`src/rtl/etdma_csr_pkg.sv`:
```
package etdma_csr_pkg;
  // word indices inside the register window
  localparam int unsigned EVT_IDX    = 32'h004;
  localparam int unsigned MSK_IDX    = 32'h005;
  localparam int unsigned CTL_IDX    = 32'h010;
  localparam int unsigned TXHALT_IDX = 32'h020;
  localparam int unsigned RXHALT_IDX = 32'h021;
  localparam int unsigned TXRING_IDX = 32'h040;
  localparam int unsigned RXRING_IDX = 32'h080;
  // halt register bit that belongs to ring 0
  localparam int unsigned TXHALT_TOP = 31;
  localparam int unsigned RXHALT_TOP = 23;
endpackage

```
`src/rtl/etdma_irq_unit.sv`:
```
module etdma_irq_unit #(
  parameter int DW = 32,
  parameter logic [DW-1:0] TX_GRP  = 32'hFF00_0000,
  parameter logic [DW-1:0] RX_GRP  = 32'h00FF_0000,
  parameter logic [DW-1:0] ERR_GRP = 32'h0000_FFFF
) (
  input  logic          clk,
  input  logic          rst,
  input  logic          evt_wr,
  input  logic          msk_wr,
  input  logic [DW-1:0] wdata,
  input  logic [DW-1:0] set_i,
  output logic [DW-1:0] evt_o,
  output logic [DW-1:0] msk_o,
  output logic          tx_irq,
  output logic          rx_irq,
  output logic          err_irq
);
  logic [DW-1:0] evt_d, msk_d, act_d, clr;

  always_comb begin
    clr   = evt_wr ? wdata : '0;
    evt_d = (evt_o & ~clr) | set_i;   // internal set wins
    msk_d = msk_wr ? wdata : msk_o;
    act_d = evt_d & msk_d;
  end

  always_ff @(posedge clk) begin
    if (rst) begin
      evt_o   <= '0;
      msk_o   <= '0;
      tx_irq  <= 1'b0;
      rx_irq  <= 1'b0;
      err_irq <= 1'b0;
    end else begin
      evt_o   <= evt_d;
      msk_o   <= msk_d;
      tx_irq  <= |(act_d & TX_GRP);
      rx_irq  <= |(act_d & RX_GRP);
      err_irq <= |(act_d & ERR_GRP);
    end
  end

  // written ones are gone next cycle unless set internally
  a_r3_w1c_clears: assert property (@(posedge clk) disable iff (rst)
    evt_wr |=> ((evt_o & $past(wdata) & ~$past(set_i)) == '0));
  // internal set survives a same-cycle clear
  a_r9_set_wins: assert property (@(posedge clk) disable iff (rst)
    (set_i != '0) |=> ((evt_o & $past(set_i)) == $past(set_i)));
  // each line tracks its group of the registered event and enable words
  a_r4_tx_line: assert property (@(posedge clk) disable iff (rst)
    tx_irq == ((evt_o & msk_o & TX_GRP) != '0));
  a_r4_rx_line: assert property (@(posedge clk) disable iff (rst)
    rx_irq == ((evt_o & msk_o & RX_GRP) != '0));
  a_r4_err_line: assert property (@(posedge clk) disable iff (rst)
    err_irq == ((evt_o & msk_o & ERR_GRP) != '0));
  a_r4_mask_replaced: assert property (@(posedge clk) disable iff (rst)
    msk_wr |=> (msk_o == $past(wdata)));
endmodule

```
`src/rtl/etdma_halt_unit.sv`:
```
module etdma_halt_unit #(
  parameter int DW            = 32,
  parameter int NR            = 8,
  parameter int TOP           = 31,
  parameter bit ONLY_IF_CLEAR = 1'b0
) (
  input  logic          clk,
  input  logic          rst,
  input  logic          wr,
  input  logic [DW-1:0] wdata,
  input  logic [NR-1:0] set_i,
  output logic [DW-1:0] value_o,
  output logic [NR-1:0] restart_o
);
  logic [NR-1:0] halt_q, wbits, clr, restart_d;

  always_comb begin
    for (int i = 0; i < NR; i++) wbits[i] = wdata[TOP-i];
    clr = wr ? wbits : '0;
  end

  generate
    if (ONLY_IF_CLEAR) begin : g_cond
      assign restart_d = clr & ~halt_q;
    end else begin : g_always
      assign restart_d = clr;
    end
  endgenerate

  always_ff @(posedge clk) begin
    if (rst) begin
      halt_q    <= '0;
      restart_o <= '0;
    end else begin
      halt_q    <= (halt_q & ~clr) | set_i;
      restart_o <= restart_d;
    end
  end

  always_comb begin
    value_o = '0;
    for (int i = 0; i < NR; i++) value_o[TOP-i] = halt_q[i];
  end

  // a restart pulse is always caused by a write in the previous cycle
  a_r5_pulse_from_write: assert property (@(posedge clk) disable iff (rst)
    (restart_o != '0) |-> $past(wr));
  // written ones are cleared unless set internally
  a_r5_bits_cleared: assert property (@(posedge clk) disable iff (rst)
    wr |=> ((halt_q & $past(wbits) & ~$past(set_i)) == '0));
  a_r9_halt_set_wins: assert property (@(posedge clk) disable iff (rst)
    (set_i != '0) |=> ((halt_q & $past(set_i)) == $past(set_i)));

  generate
    if (ONLY_IF_CLEAR) begin : g_chk_cond
      // no pulse for a ring whose flag was already stored
      a_r6_no_pulse_when_stored: assert property (@(posedge clk) disable iff (rst)
        wr |=> ((restart_o & $past(halt_q)) == '0));
    end else begin : g_chk_always
      // every written one pulses its ring
      a_r5_pulse_each_one: assert property (@(posedge clk) disable iff (rst)
        wr |=> (restart_o == $past(wbits)));
    end
  endgenerate
endmodule

```
`src/rtl/etdma_ring_regs.sv`:
```
module etdma_ring_regs #(
  parameter int DW         = 32,
  parameter int NR         = 8,
  parameter int ALIGN_BITS = 3,
  localparam int RW        = $clog2(NR)
) (
  input  logic                   clk,
  input  logic                   rst,
  input  logic [NR-1:0]          base_wr,
  input  logic [DW-1:0]          wdata,
  input  logic                   upd_en,
  input  logic [RW-1:0]          upd_ring,
  input  logic [DW-1:0]          upd_val,
  output logic [NR-1:0][DW-1:0]  base_o,
  output logic [NR-1:0][DW-1:0]  ptr_o
);
  logic [DW-1:0] aligned;
  assign aligned = {wdata[DW-1:ALIGN_BITS], {ALIGN_BITS{1'b0}}};

  always_ff @(posedge clk) begin
    if (rst) begin
      base_o <= '0;
      ptr_o  <= '0;
    end else begin
      for (int n = 0; n < NR; n++) begin
        if (base_wr[n]) begin
          base_o[n] <= aligned;
          ptr_o[n]  <= aligned;       // base write wins over walker
        end else if (upd_en && upd_ring == RW'(n)) begin
          ptr_o[n]  <= upd_val;
        end
      end
    end
  end

  generate
    for (genvar n = 0; n < NR; n++) begin : g_chk

      a_r7_base_aligned: assert property (@(posedge clk) disable iff (rst)
        base_o[n][ALIGN_BITS-1:0] == '0);

      a_r8_ptr_reload: assert property (@(posedge clk) disable iff (rst)
        base_wr[n] |=> (ptr_o[n] == base_o[n]));

      a_r10_walker_update: assert property (@(posedge clk) disable iff (rst)
        (upd_en && upd_ring == RW'(n) && !base_wr[n]) |=> (ptr_o[n] == $past(upd_val)));
    end
  endgenerate
endmodule

```
`src/rtl/etdma_csr.sv`:
```
module etdma_csr
  import etdma_csr_pkg::*;
#(
  parameter int DW         = 32,
  parameter int BYTE_SPAN  = 4096,
  parameter int NRING      = 8,
  parameter int ALIGN_BITS = 3,
  parameter logic [DW-1:0] TX_GRP  = 32'hFF00_0000,
  parameter logic [DW-1:0] RX_GRP  = 32'h00FF_0000,
  parameter logic [DW-1:0] ERR_GRP = 32'h0000_FFFF,
  localparam int AW        = $clog2(BYTE_SPAN / 4),
  localparam int RW        = $clog2(NRING)
) (
  input  logic             clk,
  input  logic             rst,
  input  logic             bus_wr,
  input  logic             bus_rd,
  input  logic [AW-1:0]    bus_addr,
  input  logic [DW-1:0]    bus_wdata,
  output logic [DW-1:0]    bus_rdata,
  input  logic [DW-1:0]    evt_set,
  input  logic [NRING-1:0] tx_halt_set,
  input  logic [NRING-1:0] rx_halt_set,
  input  logic             ptr_upd_en,
  input  logic             ptr_upd_rx,
  input  logic [RW-1:0]    ptr_upd_ring,
  input  logic [DW-1:0]    ptr_upd_val,
  output logic             tx_irq,
  output logic             rx_irq,
  output logic             err_irq,
  output logic [NRING-1:0] tx_restart,
  output logic [NRING-1:0] rx_restart,
  output logic [DW-1:0]    ctl_value
);
  localparam int BLK_SH = RW + 1;
  localparam logic [AW-1:0] A_EVT = AW'(EVT_IDX);
  localparam logic [AW-1:0] A_MSK = AW'(MSK_IDX);
  localparam logic [AW-1:0] A_CTL = AW'(CTL_IDX);
  localparam logic [AW-1:0] A_TXH = AW'(TXHALT_IDX);
  localparam logic [AW-1:0] A_RXH = AW'(RXHALT_IDX);
  localparam logic [AW-1:0] TXBLK = AW'(TXRING_IDX >> BLK_SH);
  localparam logic [AW-1:0] RXBLK = AW'(RXRING_IDX >> BLK_SH);

  // ---------------- decode ----------------
  logic          hit_tx_blk, hit_rx_blk, is_ptr;
  logic [RW-1:0] ring_sel;
  logic [NRING-1:0] tx_base_wr, rx_base_wr;

  assign hit_tx_blk = (bus_addr >> BLK_SH) == TXBLK;
  assign hit_rx_blk = (bus_addr >> BLK_SH) == RXBLK;
  assign is_ptr     = bus_addr[0];
  assign ring_sel   = bus_addr[RW:1];

  always_comb begin
    for (int n = 0; n < NRING; n++) begin
      tx_base_wr[n] = bus_wr && hit_tx_blk && !is_ptr && ring_sel == RW'(n);
      rx_base_wr[n] = bus_wr && hit_rx_blk && !is_ptr && ring_sel == RW'(n);
    end
  end

  // ---------------- units ----------------
  logic [DW-1:0] evt_q, msk_q, txh_val, rxh_val;
  logic [NRING-1:0][DW-1:0] tx_base, tx_ptr, rx_base, rx_ptr;

  etdma_irq_unit #(.DW(DW), .TX_GRP(TX_GRP), .RX_GRP(RX_GRP), .ERR_GRP(ERR_GRP)) u_irq (
    .clk(clk), .rst(rst),
    .evt_wr(bus_wr && bus_addr == A_EVT),
    .msk_wr(bus_wr && bus_addr == A_MSK),
    .wdata(bus_wdata), .set_i(evt_set),
    .evt_o(evt_q), .msk_o(msk_q),
    .tx_irq(tx_irq), .rx_irq(rx_irq), .err_irq(err_irq)
  );

  etdma_halt_unit #(.DW(DW), .NR(NRING), .TOP(TXHALT_TOP), .ONLY_IF_CLEAR(1'b0)) u_txh (
    .clk(clk), .rst(rst), .wr(bus_wr && bus_addr == A_TXH), .wdata(bus_wdata),
    .set_i(tx_halt_set), .value_o(txh_val), .restart_o(tx_restart)
  );

  etdma_halt_unit #(.DW(DW), .NR(NRING), .TOP(RXHALT_TOP), .ONLY_IF_CLEAR(1'b1)) u_rxh (
    .clk(clk), .rst(rst), .wr(bus_wr && bus_addr == A_RXH), .wdata(bus_wdata),
    .set_i(rx_halt_set), .value_o(rxh_val), .restart_o(rx_restart)
  );

  etdma_ring_regs #(.DW(DW), .NR(NRING), .ALIGN_BITS(ALIGN_BITS)) u_txring (
    .clk(clk), .rst(rst), .base_wr(tx_base_wr), .wdata(bus_wdata),
    .upd_en(ptr_upd_en && !ptr_upd_rx), .upd_ring(ptr_upd_ring), .upd_val(ptr_upd_val),
    .base_o(tx_base), .ptr_o(tx_ptr)
  );

  etdma_ring_regs #(.DW(DW), .NR(NRING), .ALIGN_BITS(ALIGN_BITS)) u_rxring (
    .clk(clk), .rst(rst), .base_wr(rx_base_wr), .wdata(bus_wdata),
    .upd_en(ptr_upd_en && ptr_upd_rx), .upd_ring(ptr_upd_ring), .upd_val(ptr_upd_val),
    .base_o(rx_base), .ptr_o(rx_ptr)
  );

  // ---------------- write-only control word ----------------
  always_ff @(posedge clk) begin
    if (rst)                            ctl_value <= '0;
    else if (bus_wr && bus_addr == A_CTL) ctl_value <= bus_wdata;
  end

  // ---------------- read path ----------------
  logic [DW-1:0] rd_mux;
  always_comb begin
    rd_mux = '0;
    if (bus_addr == A_EVT)      rd_mux = evt_q;
    else if (bus_addr == A_MSK) rd_mux = msk_q;
    else if (bus_addr == A_TXH) rd_mux = txh_val;
    else if (bus_addr == A_RXH) rd_mux = rxh_val;
    else if (hit_tx_blk)        rd_mux = is_ptr ? tx_ptr[ring_sel] : tx_base[ring_sel];
    else if (hit_rx_blk)        rd_mux = is_ptr ? rx_ptr[ring_sel] : rx_base[ring_sel];
    // control word is write-only and every other index is empty: zero
  end

  always_ff @(posedge clk) begin
    if (rst)         bus_rdata <= '0;
    else if (bus_rd) bus_rdata <= rd_mux;
  end

  // reading the control word yields zero
  a_r2_wo_reads_zero: assert property (@(posedge clk) disable iff (rst)
    (bus_rd && bus_addr == A_CTL) |=> (bus_rdata == '0));
  // read data holds while no read is issued
  a_r12_rdata_holds: assert property (@(posedge clk) disable iff (rst)
    !bus_rd |=> $stable(bus_rdata));
endmodule

```
`config.mk`:
```
export PLATFORM = sky130hd
export DESIGN_NAME = etdma_csr
export DESIGN_NICKNAME = d
export VERILOG_FILES = /design/src/rtl/etdma_csr_pkg.sv /design/src/rtl/etdma_irq_unit.sv /design/src/rtl/etdma_halt_unit.sv /design/src/rtl/etdma_ring_regs.sv /design/src/rtl/etdma_csr.sv
export SDC_FILE = /design/constraint.sdc
export NUM_CORES = 2
export LEC_CHECK = 0
export BUFFER_PORTS_ARGS = -buffer_cell sky130_fd_sc_hd__buf_2
export CORE_AREA = 10 10 329 331
export CTS_BUF_LIST = sky130_fd_sc_hd__clkbuf_16
export DETAILED_ROUTE_END_ITERATION = 8
export DIE_AREA = 0 0 339 341
export GPL_ROUTABILITY_DRIVEN = 0
export HOLD_SLACK_MARGIN = 0.03
export PLACE_DENSITY = 0.75
export SETUP_SLACK_MARGIN = 0.02
export SLEW_MARGIN = 30
export SYNTH_ARGS = -nofsm -noshare
export SYNTH_HDL_FRONTEND = slang
export SYNTH_SLANG_ARGS = --single-unit
```
`constraint.sdc`:
```
create_clock -name clk -period 2.3 [get_ports clk]
set_input_delay 0.23 -clock clk [delete_from_list [all_inputs] [get_ports clk]]
set_output_delay 0.23 -clock clk [all_outputs]
set_load 0.005 [all_outputs]
```
After elaboration in Yosys (flattened, before gate mapping). Cells that the tools add are included.

$add $sub $neg: 0. $mul: 0. Divide/modulo/power cells: 0. $lt $le $gt $ge: 1. Eq/ne operators: 21. Shift operators: 0. Mux-type cells: 52. Bitwise gates (word level): 12. Reduce and logical (&&, ||, !) cells: 82.

Operators by type and width (number): 32-bit two-way mux (46); 32-bit binary-select mux with 3-bit select (4); 32-bit AND (2); 1-bit logical AND (43); 32-bit inverter (1); 32-bit bitwise OR (1); 2-bit nonzero test (16); 2-bit OR reduction (16); 8-bit AND (3); 3-bit equality test, second input constant (8); 8-bit inverter (3); 10-bit by 3-bit equality test with 1-bit output, second input constant (2); 10-bit by 6-bit equality test with 1-bit output, second input constant (2); 8-bit two-way mux (2); 8-bit bitwise OR (2); 16-bit OR reduction (1); 8-bit OR reduction (2); 3-bit by 2-bit equality test with 1-bit output, second input constant (4); 10-bit by 5-bit equality test with 1-bit output, second input constant (1); 3-bit by 1-bit equality test with 1-bit output, second input constant (2); 6-bit by 3-bit equality test with 1-bit output, second input constant (1); 6-bit by 4-bit equality test with 1-bit output, second input constant (1); 3-bit logical NOT (2); 3-bit by 4-bit less-than comparator with 1-bit output, second input constant (1); 1-bit logical NOT (2).

Register bits: 1139. Latch bits: 0. Memory bits (writable): 0. Bits in read-only memories: 0. Input port bits: 131. Output and inout port bits: 83. Word-level logic and storage cells: 227. Memories: 0.

Logic depth before layout (Yosys ltp).
Depth in word-level cells: 9. Gate-level depth with buffers: 11. Gate-level depth less buffers: 6.

Hierarchy. From an unflattened synthesis, not the netlist that was laid out.

Cell total of the unflattened synthesis: 5925. Area, all modules: 56441.6 µm².

By module, submodules not included: etdma_ring_regs (instances 2, cells an instance 2078, area an instance 20203.1 µm²); etdma_csr (instances 1, cells an instance 1354, area an instance 12080.3 µm²); etdma_irq_unit (instances 1, cells an instance 264, area an instance 2462.4 µm²); etdma_halt_unit at u_rxh (instances 1, cells an instance 76, area an instance 764.5 µm²); etdma_halt_unit at u_txh (instances 1, cells an instance 75, area an instance 728.2 µm²).

Worst setup path after synthesis. OpenSTA, ideal clock, no wires.

Path kind: input-to-reg. Start: in bus_addr[1]. End: reg bus_rdata[16]. Library setup time: 0.132 ns. Data arrival time: 2.037 ns. Data required time: 2.168 ns. Path slack: 0.131 ns. Cell stages on the path: 7. Path buffers: 3. Path through: clkbuf_2 -> buf_6 -> buf_2 -> mux4_2 -> mux4_2 -> a211oi_1 -> nor3_1.

Longest elaborated chain between the ends: 9. Elaborated cells between the ends (all ways): 20. Those cells by class: 4 x eq/ne; 16 x mux.

RTL lines: start: declaration (line etdma_csr.sv:18) `input logic [AW-1:0] bus_addr,`; 32-bit binary-select mux with 3-bit select (line etdma_csr.sv:111) `else if (hit_rx_blk) rd_mux = is_ptr ? rx_ptr[ring_sel] : rx_base[ring_sel];`; 32-bit two-way mux (implied by the code) (line etdma_csr.sv:111); 32-bit two-way mux (2 in series) (line etdma_csr.sv:111); 32-bit two-way mux (line etdma_csr.sv:110) `else if (hit_tx_blk) rd_mux = is_ptr ? tx_ptr[ring_sel] : tx_base[ring_sel];`; 32-bit two-way mux (line etdma_csr.sv:109) `else if (bus_addr == A_RXH) rd_mux = rxh_val;`; 32-bit two-way mux (line etdma_csr.sv:108) `else if (bus_addr == A_TXH) rd_mux = txh_val;`; 32-bit two-way mux (line etdma_csr.sv:107) `else if (bus_addr == A_MSK) rd_mux = msk_q;`; 32-bit two-way mux * (line etdma_csr.sv:106) `if (bus_addr == A_EVT) rd_mux = evt_q;`; end signal: assignment (line etdma_csr.sv:117) `else if (bus_rd) bus_rdata <= rd_mux;`; end: declaration (line etdma_csr.sv:20) `output logic [DW-1:0] bus_rdata,`.

Mark *: on every way between the ends. The rest lies on a longest branch, timed or not. The select of a mux whose other input is x is not followed. A chain may end at the register's enable or synchronous reset.

Final worst setup path.
Start: in bus_addr[1]. End: reg u_rxh.halt_q[7].

Longest elaborated chain between the ends: 6.

RTL lines: 10-bit by 6-bit equality test with 1-bit output (line etdma_csr.sv:80) `.clk(clk), .rst(rst), .wr(bus_wr && bus_addr == A_RXH), .wdata(bus_wdata),`; 1-bit logical AND (line etdma_csr.sv:80); 8-bit two-way mux (line etdma_halt_unit.sv:19) `clr = wr ? wbits : '0;`; 8-bit inverter (line etdma_halt_unit.sv:35) `halt_q <= (halt_q & ~clr) | set_i;`; 8-bit AND (line etdma_halt_unit.sv:35); 8-bit bitwise OR (line etdma_halt_unit.sv:35); end signal: assignment (line etdma_halt_unit.sv:35); end: declaration (line etdma_halt_unit.sv:15) `logic [NR-1:0] halt_q, wbits, clr, restart_d;`.

Every way passes these cells.

==> qor_table.md <==
| Metric | Reported | Unit |
|---|---|---|
| Run status | finished, final reports clean | - |
| Number of CTS-inserted buffers | 115 | - |
| Yosys warning total | 0 | - |
| Fraction of the yosys area taken by sequential cells | 0.442 | - |
| Maximum number of pins on one net before global-route repair | 174 | - |
| Slew margin rel. | 0.391 | - |
| Worst-path maximum fanout | 23 | - |
| Die footprint | 116000 | µm² |
| Path category of the worst min-delay check | in -> reg | - |
| Final hold violation count | 0 | - |
| Maximum single-stage delay on the critical path | 0.58 | ns |
| Maxcap violations | 0 | - |
| WL final | 190 | mm |
| Critical Path Slowest Stage Cell | sky130_fd_sc_hd__and4_1 | - |
| Top area cells in the synthesized netlist | sky130_fd_sc_hd__dfxtp_1 44%, sky130_fd_sc_hd__mux4_2 11%, sky130_fd_sc_hd__nand2_1 11%, sky130_fd_sc_hd__mux2_2 10%, sky130_fd_sc_hd__a21oi_1 10% | - |
| Pleak | 22.7 | nW |
| DRC viols | 0 | - |
| Setup clock skew after layout | 0.0271 | ns |
| WHS | 0.0495 | ns |
| Num Clock Sinks | 1139 | - |
| Critical Path Most Common Cell | sky130_fd_sc_hd__nor2_1 | - |
| Share of final-layout standard cells stronger than drive strength 1 | 0.252 | - |
| Switching power share of the total | 0.242 | - |
| Min Tclk post-route | 2.27 | ns |
| Average instance area after synthesis | 9.17 | µm² |
| Clock share of power | 0.445 | - |
| Total global routing overflow | 0 | - |
| Post-synthesis to final-layout area growth | 18.2 | % |
| DR vias/cell | 6.41 | - |
| Final-report setup violation count | 0 | - |
| Switching power | 10.0 | mW |
| Clock buffer depth | 3 | - |
| Critical Path AT | 2.85 | ns |
| Path type of the worst setup path | in -> reg | - |
| Wire length per cell | 26.0 | µm |
| Post-DP HPWL | 120 | mm |
| Slew of the pin with the lowest slew margin | 0.904 | ns |
| NumNets Final | 5978 | - |
| First DRT Iteration DRCs | 7095 | - |
| Number of global-route vias before repair | 44800 | - |
| Share of the clock period used by the worst path | 0.986 | - |
| Kind of start point of the critical path | input port | - |
| Library cell with the largest summed area after synthesis | sky130_fd_sc_hd__dfxtp_1 | - |
| Portion of total power attributed to combinational logic | 0.071 | - |
| Synth Instances | 5619 | - |
| Critical-path cell list | buf_8 -> buf_4 -> nor2_1 -> and4_1 -> and3_1 -> buf_12 -> nand2_1 -> a21oi_1 -> nor2_1 -> dlygate4sd3_1 | - |
| Highest clock frequency the design can meet | 441 | MHz |
| Latest clock arrival within the worst-skew pair | 0.72 | ns |
| Filler cell count in the final layout | 7972 | - |
| Most instantiated flip-flop cell in the synthesis netlist | sky130_fd_sc_hd__dfxtp_1 | - |
| Final Power | 41.5 | mW |
| Library cell used as clock root buffer | sky130_fd_sc_hd__clkbuf_16 | - |
| Synthesized net count | 5750 | - |
| Cell-internal power | 31.4 | mW |
| # Post-CTS Setup Buffers | 0 | - |
| Family with the most delay on the worst path | simple AND/OR/NAND/NOR gates | - |
| Async set or reset register ratio after synthesis | 0 | - |
| Boundary Pins | 214 | - |
| Crit path capture type | flop | - |
| Chip Width | 339 | µm |
| First-pass GRT wire length | 280 | mm |
| RSZ-0062 raised after global routing | no | - |
| Number of levels in the clock H-tree | 3 | - |
| Required @ worst endpoint | 2.88 | ns |
| Relative contribution of sequential cells to total power | 0.484 | - |
| Antenna violations before repair | 21 | - |
| DR vias | 46900 | - |
| Number of distinct library cells after synthesis | 58 | - |
| Initial cell density of the core | 0.508 | - |
| Number of placement rows | 117 | - |
| Number of buffer and inverter instances along the worst setup path | 4 | - |
| Cell area power density | 681 | nW/µm² |
| IR drop worst, VDD | 0.000727 | V |
| Clk pin slew, worst setup/hold paths | 0.07 | ns |
| Number of pins exceeding their max-slew limit in the final report | 0 | - |
| Overall Global Routing Usage | 0.312 | - |
| Post-synthesis instance area | 51500 | µm² |
| CTS tree | yes | - |
| Post-synthesis sequential element count | 1139 | - |
| Total of buffers placed on input and output ports | 213 | - |
| Die Y-Extent | 341 | µm |
| Drt pass-1 iters | 8 | - |
| Count of flip-flops with a built-in enable after synthesis | 0 | - |
| Placeable Area | 101000 | µm² |
| Area share of the leading cell type in the synthesized netlist | 0.442 | - |
| Antenna-violating nets left | 0 | - |
## cell usage in the layout, fill, tap and decap left out, types with 118 or more instances in the layout
| cell type | count |
|---|---|
| sky130_fd_sc_hd__nand2_1 | 1510 |
| sky130_fd_sc_hd__dfxtp_1 | 1139 |
| sky130_fd_sc_hd__a21oi_1 | 1029 |
| sky130_fd_sc_hd__mux2_2 | 472 |
| sky130_fd_sc_hd__mux4_2 | 260 |
| sky130_fd_sc_hd__buf_4 | 225 |
| sky130_fd_sc_hd__buf_2 | 210 |
| sky130_fd_sc_hd__mux2i_1 | 140 |
| sky130_fd_sc_hd__nor2_1 | 139 |
| sky130_fd_sc_hd__clkbuf_16 | 118 |
## per-layer routing
metal / vias to the layer above / wire length, µm / GRT usage
met1: 22400 / 69300 / 0.393
met2: 3510 / 82100 / 0.470
met4: 22 / 11000 / 0.174
met5: - / 140 / 0
li1: 20100 / - / -
met3: 810 / 27700 / 0.0995
## tightest hold or removal path: stages
cell and delay, ns:
sky130_fd_sc_hd__buf_2 0.10, sky130_fd_sc_hd__buf_4 0.21, sky130_fd_sc_hd__nor3b_1 0.17
## stage by stage
| stage | utilization | instance area [µm²] | setup slack, ns | TNS, ns | instances |
|---|---|---|---|---|---|
| 6_report | 0.600 | 60900 | 0.0325 | 0 | 7321 |
| 4_1_cts | 0.600 | 60900 | 0.155 | 0 | 7311 |
| 2_1_floorplan | - | 51500 | 0.131 | 0 | 5619 |
| 3_5_place_dp | 0.555 | 56300 | -0.280 | -3.78 | 7004 |
| 5_1_grt | 0.600 | 60900 | 0.0259 | 0 | 7318 |
| 3_3_place_gp | 0.555 | 56300 | -0.438 | -3.73 | 7003 |
## synth_stat cells (20+ instances only)
master,number
sky130_fd_sc_hd__buf_4,20
sky130_fd_sc_hd__mux2_2,472
sky130_fd_sc_hd__mux2i_1,140
sky130_fd_sc_hd__a221oi_1,20
sky130_fd_sc_hd__nor3_1,63
sky130_fd_sc_hd__o22ai_1,50
sky130_fd_sc_hd__clkbuf_1,344
sky130_fd_sc_hd__nand3_1,33
sky130_fd_sc_hd__buf_2,137
sky130_fd_sc_hd__mux4_2,260
sky130_fd_sc_hd__nor2_1,158
sky130_fd_sc_hd__nand2b_1,26
sky130_fd_sc_hd__a21oi_1,1029
sky130_fd_sc_hd__nand2_1,1523
sky130_fd_sc_hd__o21ai_0,38
sky130_fd_sc_hd__buf_1,24
sky130_fd_sc_hd__dfxtp_1,1139
## area by class of cell
cell class,instances,area [µm²],area share
sequential,1139,22800,0.374
inverter,4,17.5,0.000288
multi-input combinational,3943,26700,0.439
clock buffer,118,2950,0.0485
timing repair buffer,644,5970,0.0980
clock inverter,95,707,0.0116
tap,1368,1710,0.0281
antenna,10,25.0,0.000411
## path summary, 6_finish.rpt
path / from / end / slack (ns) / cells after the start
worst max register to register: u_txring.ptr_o[153] / bus_rdata[25] / 0.23 / 5
worst max-delay path: bus_addr[1] / u_rxh.halt_q[7] / 0.03 / 10
worst min-delay path: bus_wdata[18] / u_rxh.restart_o[5] / 0.05 / 3
worst min register to register: u_txring.base_o[234] / u_txring.base_o[234] / 0.45 / 2
## power groups by stage
stage | registers, mW | logic (mW) | clock network [mW]
global placement | 20.5 | 2.65 | 0
global route | 20.1 | 3.05 | 19.3
CTS | 20.1 | 2.83 | 18.5
floorplan | 20.4 | 1.60 | 0
finish | 20.1 | 2.94 | 18.5
detailed placement | 20.5 | 2.68 | 0
## logic make-up (layout without fill, tap and decap cells)
family / count (synthesis) / after routing / synth area share
and+or+nand+nor: 1874 / 1874 / 0.145
AOI/OAI and AO/OA: 1197 / 1197 / 0.123
DFF: 1139 / 1139 / 0.442
muxes: 872 / 872 / 0.244
buffers and inverters: 537 / 861 / 0.0449
other: 0 / 10 / 0
## state kept, by name, summed over array words and instances, names as in the netlist
signal           cells
ctl_value           32
u_txring.base_o    232
u_rxring.base_o    232
u_txring.ptr_o     256
u_irq.rx_irq         1
u_irq.tx_irq         1
u_rxring.ptr_o     256
u_txh.restart_o      8
u_irq.err_irq        1
u_irq.evt_o         32
u_irq.msk_o         32
bus_rdata           32
u_rxh.halt_q         8
u_txh.halt_q         8
u_rxh.restart_o      8
## repair_timing
item                                    in CTS  in global routing
hold endpoints to repair                   191                  0
endpoints found under the setup margin       0                  2
hold buffers                                94                  0
gates resized for setup                      0                  2
(Power assumes the default switching activity.)
